**config.mk**
```make
export PLATFORM = sky130hd
export DESIGN_NAME = gf4096_tower_mul
export DESIGN_NICKNAME = d
export VERILOG_FILES = /design/src/rtl/gf4096_tower_mul.sv
export SDC_FILE = /design/constraint.sdc
export NUM_CORES = 1
export LEC_CHECK = 0
export BUFFER_PORTS_ARGS = -buffer_cell sky130_fd_sc_hd__buf_2
export CORE_MARGIN = 2
export CORE_UTILIZATION = 25
export CTS_BUF_LIST = sky130_fd_sc_hd__clkbuf_8 sky130_fd_sc_hd__clkbuf_16
export DETAILED_ROUTE_END_ITERATION = 8
export MAX_ROUTING_LAYER = met4
export PLACE_DENSITY = 0.45
export SLEW_MARGIN = 20
export SYNTH_ARGS = -nofsm -noshare
export SYNTH_HDL_FRONTEND = slang
export SYNTH_SLANG_ARGS = --single-unit
```
**constraint.sdc**
```tcl
create_clock -name clk -period 1.35 [get_ports clk]
set_input_delay 0 -clock clk [delete_from_list [all_inputs] [get_ports clk]]
set_output_delay 0 -clock clk [all_outputs]
set_load 0.02 [all_outputs]
```
**src/rtl/gf4096_tower_mul.sv**
```systemverilog
module gf4096_tower_mul #(
  parameter logic [11:0] GEN_K     = 12'hE01,
  parameter logic [5:0]  LOW_SCALE = 6'h21
) (
  input  logic        clk,
  input  logic        rst_n,
  input  logic        in_valid,
  input  logic        mode,
  input  logic [11:0] op_a,
  input  logic [11:0] op_b,
  input  logic [31:0] syn_word,
  output logic        out_valid,
  output logic [11:0] out_prod,
  output logic [11:0] syn_lo,
  output logic [11:0] syn_hi
);

  function automatic logic [5:0] gf64_mul(input logic [5:0] x, input logic [5:0] y);
    logic [6:0] sh;
    logic [5:0] xs;
    logic [5:0] acc;
    acc = '0;
    sh  = {1'b0, y};
    xs  = x;
    for (int i = 0; i < 6; i++) begin
      if (xs[0]) acc ^= sh[5:0];
      xs = xs >> 1;
      sh = sh << 1;
      if (sh[6]) sh ^= 7'h43;
    end
    return acc;
  endfunction

  logic [11:0] b_eff;
  logic [5:0]  ah, al, bh, bl;
  assign b_eff = mode ? GEN_K : op_b;
  assign ah = op_a[11:6];
  assign al = op_a[5:0];
  assign bh = b_eff[11:6];
  assign bl = b_eff[5:0];

  logic       v1, z1;
  logic [5:0] p_mid, p_lo, p_hi;

  always_ff @(posedge clk or negedge rst_n) begin
    if (!rst_n) begin
      v1    <= 1'b0;
      z1    <= 1'b0;
      p_mid <= '0;
      p_lo  <= '0;
      p_hi  <= '0;
    end else begin
      v1 <= in_valid;
      if (in_valid) begin
        z1    <= mode && (op_a == 12'h000);
        p_mid <= gf64_mul(ah ^ al, bh ^ bl);
        p_lo  <= gf64_mul(al, bl);
        p_hi  <= gf64_mul(ah, bh);
      end
    end
  end

  logic [5:0] r_hi, r_lo;
  assign r_hi = p_mid ^ p_lo;
  assign r_lo = gf64_mul(p_hi, LOW_SCALE) ^ p_lo;

  always_ff @(posedge clk or negedge rst_n) begin
    if (!rst_n) begin
      out_valid <= 1'b0;
      out_prod  <= '0;
    end else begin
      out_valid <= v1;
      if (v1) out_prod <= z1 ? 12'h001 : {r_hi, r_lo};
    end
  end

  assign syn_lo = syn_word[11:0];
  assign syn_hi = syn_word[27:16];

  AST_VALID_RISE: assert property (@(posedge clk) disable iff (!rst_n) in_valid |-> ##2 out_valid);
  AST_VALID_IDLE: assert property (@(posedge clk) disable iff (!rst_n) !in_valid |-> ##2 !out_valid);
  AST_HOLD_PROD: assert property (@(posedge clk) disable iff (!rst_n) !out_valid |-> $stable(out_prod));
  AST_GEN_ZERO: assert property (@(posedge clk) disable iff (!rst_n) (in_valid && mode && op_a == 12'h000) |-> ##2 (out_prod == 12'h001));
  AST_ZERO_OPND: assert property (@(posedge clk) disable iff (!rst_n) (in_valid && !mode && (op_a == 12'h000 || op_b == 12'h000)) |-> ##2 (out_prod == 12'h000));
  AST_IDENTITY: assert property (@(posedge clk) disable iff (!rst_n) (in_valid && !mode && op_b == 12'h001) |-> ##2 (out_prod == $past(op_a, 2)));
  AST_RESET_OUT: assert property (@(posedge clk) !rst_n |-> (!out_valid && out_prod == 12'h000));

endmodule

```
-- Yosys cells after proc, flatten, opt, wreduce, memory -nomap -nowiden
Cells that the tools add are included.
W data, S select, Z words.
- word-level logic and storage cells: 119
- bits in registers: 33
- input bits: 60
- output and inout bits: 37
- reduce and logical (&&, ||, !) cells: 2
- bitwise operators: 39
- multiplexer cells: 71
- operators with widths (cell ; number):
    $mux W6 ; 49
    $xor A6 B6 Y6 ; 19
    $mux W2 ; 16
    $not A2 Y2 ; 15
    $mux W12 ; 2
    $logic_not A12 Y1 ; 1
    $mux W5 ; 1
    $not A1 Y1 ; 5
    $mux W4 ; 1
    $mux W3 ; 1
    $logic_and A1 B1 Y1 ; 1
    $mux W1 ; 1

-- Depth between registers and ports, before layout
Gate-level depths: netlist (run 1).
- word-level depth: 19
- depth in mapped cells: 9
- mapped depth without buffers: 7

-- Worst setup path after synthesis (run 1)
No wires, ideal clock.
- path kind: input port to flip-flop
- from: in op_b[11]
- to: reg p_mid[1]
- data required time: 1213 ps
- setup time: 137 ps
- path buffers: 1
- path slack: -547 ps
- cell stages on the path: 8
- arrival time: 1760 ps
- cell sequence: buf_4 -> xnor2_1 -> xnor2_2 -> or3b_1 -> xor2_1 -> xnor3_1 -> xnor2_1 -> a21oi_1
- word-level cells in the longest chain between the ends: 18
- elaborated cells between the ends (all ways): 21
- classes of those cells: mux: 14; bitwise: 7
- ends and longest elaborated chain (element ; RTL line ; source):
    start, declared ; 10 ; input logic [11:0] op_b,
    $mux W12 * ; 36 ; assign b_eff = mode ? GEN_K : op_b;
    $xor A6 B6 Y6 * ; 56 ; p_mid <= gf64_mul(ah ^ al, bh ^ bl);
    $mux W2 * ; 29 ; if (sh[6]) sh ^= 7'h43;
    $mux W6 * ; 54 ; if (in_valid) begin
    $xor A6 B6 Y6 or $not A2 Y2 (tied branches) ; n/a ;
    $mux W6 or $mux W2 (tied branches) ; 26, 29 ;
    $mux W6 ; 54 ;
    $xor A6 B6 Y6 ; 26 ; if (xs[0]) acc ^= sh[5:0];
    (+2 left out) ; n/a ;
    $xor A6 B6 Y6 ; 26 ;
    $mux W6 * ; 26 ;
    $mux W6 * ; 54 ;
    $xor A6 B6 Y6 ; 26 ;
    $mux W6 * ; 26 ;
    $mux W6 * ; 54 ;
    $xor A6 B6 Y6 ; 26 ;
    $mux W6 * ; 26 ;
    end signal, assigned ; 56 ;
    end, declared ; 43 ; logic [5:0] p_mid, p_lo, p_hi;
Mark *: on every way between the ends. The rest lies on a longest branch, timed or not. The select of a mux whose other input is x is not followed.
A chain may end at the register's enable or synchronous reset.

-- Worst setup path in the final report (run 1)
- from: in op_a[5]
- to: reg p_lo[2]
- word-level cells in the longest chain between the ends: 1
- ends and longest elaborated chain (element ; RTL line ; source):
    start, declared ; 9 ; input logic [11:0] op_a,
    $mux W6 ; 26 ;
    end signal, assigned ; 57 ; p_lo <= gf64_mul(al, bl);
    end, declared ; 43 ;
Every way passes these cells.

==> results of run 1 <==
final timing paths:
kind                                     to  slack [ns]  depth (start not counted)
worst max-delay path                p_lo[2]        -0.1                          8
worst min-delay path              syn_lo[2]    0.000009                          0
worst max register to register  out_prod[0]        0.25                          2
worst min register to register  out_prod[0]        0.50                          1
max in group asynchronous       out_prod[0]        0.76                          3
min in group asynchronous          p_mid[1]        0.29                          3
power breakdown:
part | internal [mW] | total, mW | switching (mW)
clock | 0.661 | 1.03 | 0.371
sequential | 1.30 | 1.51 | 0.214
combinational | 1.44 | 2.84 | 1.40
repair_timing:
action | CTS | global route
pin swaps | 19 | 28
setup endpoints to repair | 12 | 12
hold buffers | 2 | 0
gates resized for setup | 41 | 41
setup buffers | 2 | 2
endpoints found under the hold margin | 34 | 0
cloned | 0 | 0
state kept, by name, indices dropped and copies added (netlist names):
register and count:
p_mid 6, out_prod 12, p_hi 6, p_lo 6, out_valid 1, v1 1, z1 1
cells in the final DEF (no fill, tap or decap), drive strengths merged, types with 2 or more instances in the layout:
cell and n:
o21ai 15, a311oi 3, o31ai 2, inv 20, nor3 5, nand3b 2, and3 3, dlygate4sd3 2
nor3b 2, dfrtp 33, o221ai 3, xnor2 77, o22a 2, nand2 60, a211oi 3, a22oi 7
mux2i 11, nand3 4, nor2b 3, nor2 43, a221oi 3, buf 142, xor2 31, clkbuf 6
o22ai 17, mux2 9, nand2b 6, a2bb2oi 2, a21oi 32, or2 2, nor4 2
per-layer routing:
metal  vias up  GRT usage  wire length (um)
met5         -          -                 0
met4         0     0.0294                61
met3        10     0.0174               521
met2        74      0.232              5260
met1      1621      0.190              5150
li1       1742          -                 -
critical path, stage by stage:
cell and delay (ns):
buf_6 0.10, mux2_4 0.29, a221oi_2 0.26, xor2_1 0.22, xnor2_1 0.19, mux2i_1 0.22
a21oi_1 0.08, mux2_4 0.25
per-stage QoR:
| step | setup WS (ns) | cells | instance area, sq um | util |
|---|---|---|---|---|
| 4_1_cts | -0.0830 | 746 | 5080 | 0.351 |
| 3_5_place_dp | -0.532 | 734 | 4690 | 0.324 |
| 2_1_floorplan | -0.256 | 477 | 3970 | - |
| 5_1_grt | -0.150 | 748 | 5310 | 0.367 |
| 6_report | -0.0987 | 748 | 5310 | 0.367 |
| 3_3_place_gp | -0.482 | 734 | 4690 | 0.324 |
cell families (layout without fill, tap and decap cells):
| family | count (synthesis) | count (layout) | synth area share |
|---|---|---|---|
| AO/OA/AOI/OAI | 96 | 96 | 0.166 |
| flip-flops | 33 | 33 | 0.223 |
| AND/OR/NAND/NOR | 136 | 136 | 0.162 |
| XOR/XNOR | 109 | 109 | 0.277 |
| multiplexers | 20 | 20 | 0.0571 |
| buffers and inverters | 83 | 170 | 0.116 |
layout make-up:
class                   instances  area, sq um  area share
well taps                     184          230      0.0433
repair buffers                145         1150       0.216
multi-input cells             361         2910       0.547
flip-flops and latches         33          826       0.155
inverters                      17         63.8      0.0120
clock buffers                   5          125      0.0235
clock inverters                 3         11.3     0.00212
==> results.yml, run 1 <==
floorplan:
  core_area_sq_um: 14500
  die_w_um: 126
  die_y_um: 126
  row_count: 44
  die-area_sq_um: 15800
  num_io_pins: 97
  start_util: 0.256
sta:
  whs_ns: 0.00000883
  hold_viol: 0
  tightest_slew_ns: 0.423
  fmaxAchievable_ghz: 0.690
  fin_crit_ns: 1.45
  setup_viol: 4
  fin_skew_ns: 0.00294
  rsz0062_at_grt: "true"
  finalSetupTns_ns: -0.131
  slew_viol_final: 0
  finalCritPeriodShare: 1.07
  setup_ws_ns: -0.0987
  relSlewSlack: 0.718
synthesis:
  avgSynthCellArea_sq_um: 7.76
  ys_ff_latch: 33
  yosysUniqueCellTypes: 51
  yosysTopAreaCell: "dfrtp_1"
  synth_area_leaders: "dfrtp_1 (22%), xnor2_1 (18%), xor2_1 (6.4%), nand2_1 (6.1%), buf_4 (5.3%)"
  yosysTopAreaCellShare: 0.223
  synth_area_sq_um: 3700
  synth_nets: 537
  netlist_instances: 477
  synthArstFlopShare: 1.00
  yosysMostFrequentCell: "xnor2_1"
  ys_seq_area_frac: 0.223
  yosys_warnings: 0
  synth_common_cells: "xnor2_1 (75), nand2_1 (60), nor2_1 (43)"
  synth_edf_count: 0
  synth-main-ff-cell: "dfrtp_1"
cells_and_area:
  fin_nets: 623
  syn_to_final_growth_pct: 43.5
  fill_cells: 1520
  drive_gt1_frac: 0.383
  diodes: 0
detailed_routing:
  first_pass_iters: 4
  postRouteAntennaNets: 0
  drc: 0
  routedWlPerCell_um: 14.7
  via_count: 3447
  routed_via_density: 4.61
  wl_um: 11000
  dr.first_iter.drc_count: 180
worst_setup_path:
  cp-startpoint: "op_a[5]"
  crit_fanout: 2
  end_kind: "flop"
  crit_required_ns: 1.51
  worstPathArrival_ns: 1.61
  r2r_start: "z1"
  crit_type: "primary input to flop"
  cp-start-kind: "primary input"
clocking:
  numCtsBuffers: 5
  htree_levels: 2
  clk_latency_ns: 0.27
  clock-sinks: 33
  clockBufferDepth: 2
  clk_pin_slew_ns: 0.05
  cts-root-buf: "clkbuf_16"
  cts_tree: "yes"
placement:
  io_buffers: 40
  routabilityCongestion: 0.881
  dp_hpwl_um: 8720
power_and_ir_drop:
  leakagePower_nw: 2.29
  worst_ir_drop_vdd_mv: 0.454
  power_density_nw_per_um2: 1010
  p_total_mw: 5.39
hold_path:
  hold_class: "primary input to output pin"
  worstHoldStart: "syn_word[2]"
global_route:
  gr-total-overflow: 0
  grt_usage: 0.142
  grt_pass1_vias: 3503
  grt_max_degree: 34
  grt_pass1_wl_um: 17800
  antenna_found_initial: 0
outcome:
  status: "finished with violations"
  violations: "negative setup slack"
job:
  drv_cap: 0
(Power assumes the default switching activity.)
==> run 2, diff against run 1 <==
CORE_UTILIZATION = 45   (was 25)
PLACE_DENSITY = 0.71   (was 0.45)
==> run 2 against run 1 <==
- the run still ends with negative setup slack left
- final cell count is 11% lower
- worst hold slack is essentially flat
- count of clock-buffer cells in the layout rose by 1
- sequential share of layout area increased by 0.55 points
- global-route usage is 9.2 points higher
- worst setup slack gained 0.086 ns
- critical endpoint unchanged
- largest cell class unchanged
- highest routed layer unchanged
==> results.yml, run 2 (synthesized netlist as in run 1, its figures left out) <==
power_and_ir_drop:
  worst_ir_drop_vdd_mv: 0.524
  p_total_mw: 5.04
  power_density_nw_per_um2: 982
  leakagePower_nw: 2.26
detailed_routing:
  dr.first_iter.drc_count: 227
  wl_um: 10000
  first_pass_iters: 5
  routedWlPerCell_um: 15.0
  routed_via_density: 5.26
  via_count: 3519
  drc: 0
  postRouteAntennaNets: 0
hold_path:
  hold_class: "primary input to output pin"
placement:
  place_area_sq_um: 4600
  dp_hpwl_um: 7830
  routabilityCongestion: 0.953
  io_buffers: 40
outcome:
  violations: "negative setup slack"
  status: "finished with violations"
clocking:
  clockBufferDepth: 2
  numCtsBuffers: 5
  clk_latency_ns: 0.28
  clock-sinks: 33
  cts_tree: "yes"
  clk_pin_slew_ns: 0.06
  cts-root-buf: "clkbuf_8"
  htree_levels: 2
worst_setup_path:
  cp-startpoint: "op_a[5]"
  r2r_start: "z1"
  crit_fanout: 2
  end_kind: "flop"
  rrSetupSlack_ns: 0.26
  r2r-end: "out_prod[0]"
  cp-start-kind: "primary input"
  crit_type: "primary input to flop"
  worstPathArrival_ns: 1.54
  crit_required_ns: 1.52
  endpoint: "p_lo[2]"
  worstRegToRegCells: 2
global_route:
  grt_pass1_wl_um: 16200
  antenna_found_initial: 0
  grt_pass1_vias: 3453
  grt_usage: 0.234
  gr-total-overflow: 0
  grt_max_degree: 34
cells_and_area:
  fill_cells: 686
  multiInputGateArea_sq_um: 2870
  drive_gt1_frac: 0.394
  largest_register_ffs: 12
  top_register: "out_prod"
  diodes: 0
  final_common_cell: "buf_4"
  fin_nets: 624
  syn_to_final_growth_pct: 38.6
  final-seq-area_sq_um: 826
  layout_common_cells: "buf_4 (94), nand2_1 (59), xnor2_1 (57)"
  fin_area_sq_um: 5130
floorplan:
  die_y_um: 94.7
  start_util: 0.458
  row_count: 33
  die-area_sq_um: 8970
  die_w_um: 94.7
  core_area_sq_um: 8090
  num_io_pins: 97
sta:
  slew_viol_final: 0
  rsz0062_at_grt: "true"
  fin_crit_ns: 1.36
  hold_viol: 0
  setup_viol: 1
  finalCritPeriodShare: 1.01
  fmaxAchievable_ghz: 0.734
  fin_skew_ns: 0.00502
  tightest_slew_ns: 0.709
  relSlewSlack: 0.528
  finalSetupTns_ns: -0.0131
  setup_ws_ns: -0.0131
job:
  drv_cap: 0
-- run 2: report_power, final --
group          switching, mW  total (mW)  leakage, nW  internal, mW
Combinational           1.38        2.81         1.83          1.42
Clock                  0.330       0.726       0.0485         0.396
Sequential             0.211        1.51        0.388          1.30
Total                   1.92        5.04         2.26          3.12
-- run 2: final cells by class --
cell class	instances	share of cell area
Multi-Input combinational cell	361	0.560
Timing Repair Buffer	146	0.225
Sequential cell	33	0.161
Tap cell	105	0.0256
Clock buffer	6	0.0161
Inverter	17	0.0124
Clock inverter	1	0.000731
-- run 2: layer usage --
layer / GRT usage / part of all wire
met5: - / 0
met4: 0.0568 / 0.013
met3: 0.0271 / 0.046
met2: 0.394 / 0.51
met1: 0.301 / 0.43
-- run 2: critical path, stage by stage --
cell and delay (ns):
buf_6 0.10, mux2_4 0.29, a221oi_2 0.23, xor2_1 0.20, xnor2_1 0.18, mux2i_1 0.21
a21oi_1 0.08, mux2_4 0.25
-- run 2: per-stage QoR --
stage / setup WS [ns] / hold slack, ns / utilization / cells
finish: -0.0131 / 0.00000778 / 0.634 / 669
detailed placement: -0.431 / 0.000137 / 0.568 / 654
global placement: -0.422 / 0.000137 / 0.568 / 654
CTS: -0.0226 / 0.000137 / 0.605 / 667
floorplan: -0.256 / -0.296 / - / 477
global route: -0.118 / 0.0000293 / 0.634 / 669
-- run 2: how the worst min path moves through the flow --
| stage | from | end | slack, ns | cells after the start |
|---|---|---|---|---|
| floorplan | rst_n | out_prod[0] | -0.30 | 0 |
| global placement | syn_word[23] | syn_hi[7] | 0.0001 | 0 |
| detailed placement | syn_word[23] | syn_hi[7] | 0.0001 | 0 |
| CTS | syn_word[23] | syn_hi[7] | 0.0001 | 0 |
| global route | syn_word[18] | syn_hi[2] | 0.00003 | 0 |
| finish | syn_word[18] | syn_hi[2] | 0.000008 | 0 |
-- run 2: what timing repair did --
item	CTS	global route
pin swaps	12	31
endpoints found under the hold margin	34	0
setup buffers	4	2
hold buffers	2	0
endpoints found under the setup margin	10	12
gates resized for setup	31	44
==> run 3, diff against run 2 <==
RECOVER_POWER = 50   (was unset)
==> run 3 against run 2 <==
- the run still ends with negative setup slack left
- flip-flop and latch count did not move
- maximum frequency down 0.47%
- critical path depth unchanged
- wire length is 0.45% higher
- count of clock-buffer cells in the layout stayed put
- die area is the same
- first-iteration DRC count fell by 8.4%
- clock skew is 0.00064 ns lower
- worst setup slack worse by 0.0064 ns
- final cell count is the same
- highest routed layer unchanged
- via count fell by 0.23%
==> results.yml, run 3 (synthesized netlist as in run 1, its figures left out) <==
global_route:
  grt_usage: 0.234
  grt_pass1_vias: 3453
  grt_max_degree: 34
  gr-total-overflow: 0
  antenna_found_initial: 0
  grt_pass1_wl_um: 16200
floorplan:
  die_w_um: 94.7
  die-area_sq_um: 8970
  die_y_um: 94.7
  core_area_sq_um: 8090
  row_count: 33
  num_io_pins: 97
  start_util: 0.458
sta:
  finalSetupTns_ns: -0.0195
  hold_viol: 0
  relSlewSlack: 0.474
  fin_crit_ns: 1.37
  slew_viol_final: 0
  fin_skew_ns: 0.00438
  rsz0062_at_grt: "true"
  setup_ws_ns: -0.0195
  fmaxAchievable_ghz: 0.730
  finalCritPeriodShare: 1.01
  setup_viol: 1
  tightest_slew_ns: 0.789
  whs_ns: 0.00000778
hold_path:
  hold_class: "primary input to output pin"
  hold_end: "syn_hi[2]"
  hold-path-cell-count: 0
  worstHoldStart: "syn_word[18]"
placement:
  io_buffers: 40
  routabilityCongestion: 0.953
  dp_slack_ns: -0.431
  dp_hpwl_um: 7830
power_and_ir_drop:
  power_frac_comb: 0.553
  seqPwrFrac: 0.303
  switchingPower_mw: 1.93
  swShare: 0.385
  pwr-share-clk: 0.144
  power_density_nw_per_um2: 978
  worst_ir_drop_vdd_mv: 0.525
  internal_power_mw: 3.07
  leakagePower_nw: 2.22
worst_setup_path:
  slowest_delay_ns: 0.29
  crit_top_cell: "mux2_4"
  worstRegToRegCells: 2
  cp-start-kind: "primary input"
  crit_type: "primary input to flop"
  end_kind: "flop"
  crit_path_top_delay_cell: "mux2_4"
  r2r-end: "out_prod[0]"
  worstPathArrival_ns: 1.54
  crit_fanout: 2
  crit_required_ns: 1.52
  rrSetupSlack_ns: 0.25
  path_cells: "buf_6 -> mux2_4 -> a221oi_2 -> xor2_1 -> xnor2_1 -> mux2i_1 -> a21oi_1 -> mux2_4"
  r2r_start: "z1"
detailed_routing:
  routedWlPerCell_um: 15.0
  dr.first_iter.drc_count: 208
  wl_um: 10100
  routed_via_density: 5.25
  drc: 0
  postRouteAntennaNets: 0
  first_pass_iters: 4
  via_count: 3511
cells_and_area:
  diodes: 0
  drive_gt1_frac: 0.369
  final_common_cell: "buf_4"
  largest_register_ffs: 12
  layout_common_cells: "buf_4 (93), nand2_1 (59), xnor2_1 (57)"
  top_register: "out_prod"
  fin_nets: 624
  syn_to_final_growth_pct: 38.1
outcome:
  status: "finished with violations"
  violations: "negative setup slack"
clocking:
  htree_levels: 2
  clock-sinks: 33
  cts-root-buf: "clkbuf_8"
  numCtsBuffers: 5
  clk_latency_ns: 0.28
  cts_tree: "yes"
  clk_pin_slew_ns: 0.06
  clockBufferDepth: 2
job:
  drv_cap: 0
==> run 3: layout make-up <==
cell class | count | area, sq um
Clock buffer | 6 | 82.6
Clock inverter | 1 | 3.75
Fill cell | 694 | 2980
Inverter | 17 | 63.8
Multi-Input combinational cell | 361 | 2870
Sequential cell | 33 | 826
Tap cell | 105 | 131
Timing Repair Buffer | 146 | 1130
==> run 3: per-layer routing <==
layer  GRT usage  vias to the layer above  share of wire
li1            -                     1741              -
met3      0.0271                       14          0.045
met4      0.0568                        0         0.0077
met1       0.301                     1656           0.44
met5           -                        -              0
met2       0.394                      100           0.51
==> run 3: metrics by stage <==
step | area [sq um] | power [mW] | utilization | instances
after floorplan | 3970 | 3.37 | - | 477
after global placement | 4600 | 4.00 | 0.568 | 654
after detailed placement | 4600 | 4.08 | 0.568 | 654
after CTS | 4900 | 4.92 | 0.605 | 667
after global routing | 5110 | 5.36 | 0.632 | 669
final | 5110 | 5.00 | 0.632 | 669
==> run 3: critical path, delay by kind of cell <==
family	cells	cell delay [ns]
XOR/XNOR	2	0.38
buffers and inverters	1	0.10
multiplexers	3	0.75
AO/OA/AOI/OAI	2	0.31
==> run 3: worst max path at each step <==
stage | startpoint | endpoint | slack, ns | cells past startpoint
after global routing | op_a[5] | p_lo[2] | -0.12 | 8
after detailed placement | op_b[4] | p_mid[2] | -0.43 | 9
final | op_a[5] | p_lo[2] | -0.02 | 8
after global placement | op_b[4] | p_mid[2] | -0.42 | 9
after floorplan | op_b[2] | p_lo[2] | -0.26 | 8
after CTS | op_a[5] | p_lo[2] | -0.02 | 8
==> run 3: repair_timing <==
item                                    CTS  global route
resized for setup                        31            44
endpoints found under the hold margin    34             0
pin swaps                                12            31
endpoints found under the setup margin   10            12
setup buffers                             4             2
hold buffers                              2             0
==> run 3: power by group through the flow <==
stage / Sequential, mW / Combinational, mW / Clock (mW)
3_5_place_dp: 1.54 / 2.54 / 0
3_3_place_gp: 1.52 / 2.48 / 0
6_report: 1.51 / 2.76 / 0.721
5_1_grt: 1.56 / 3.02 / 0.782
2_1_floorplan: 1.68 / 1.69 / 0
4_1_cts: 1.52 / 2.66 / 0.740
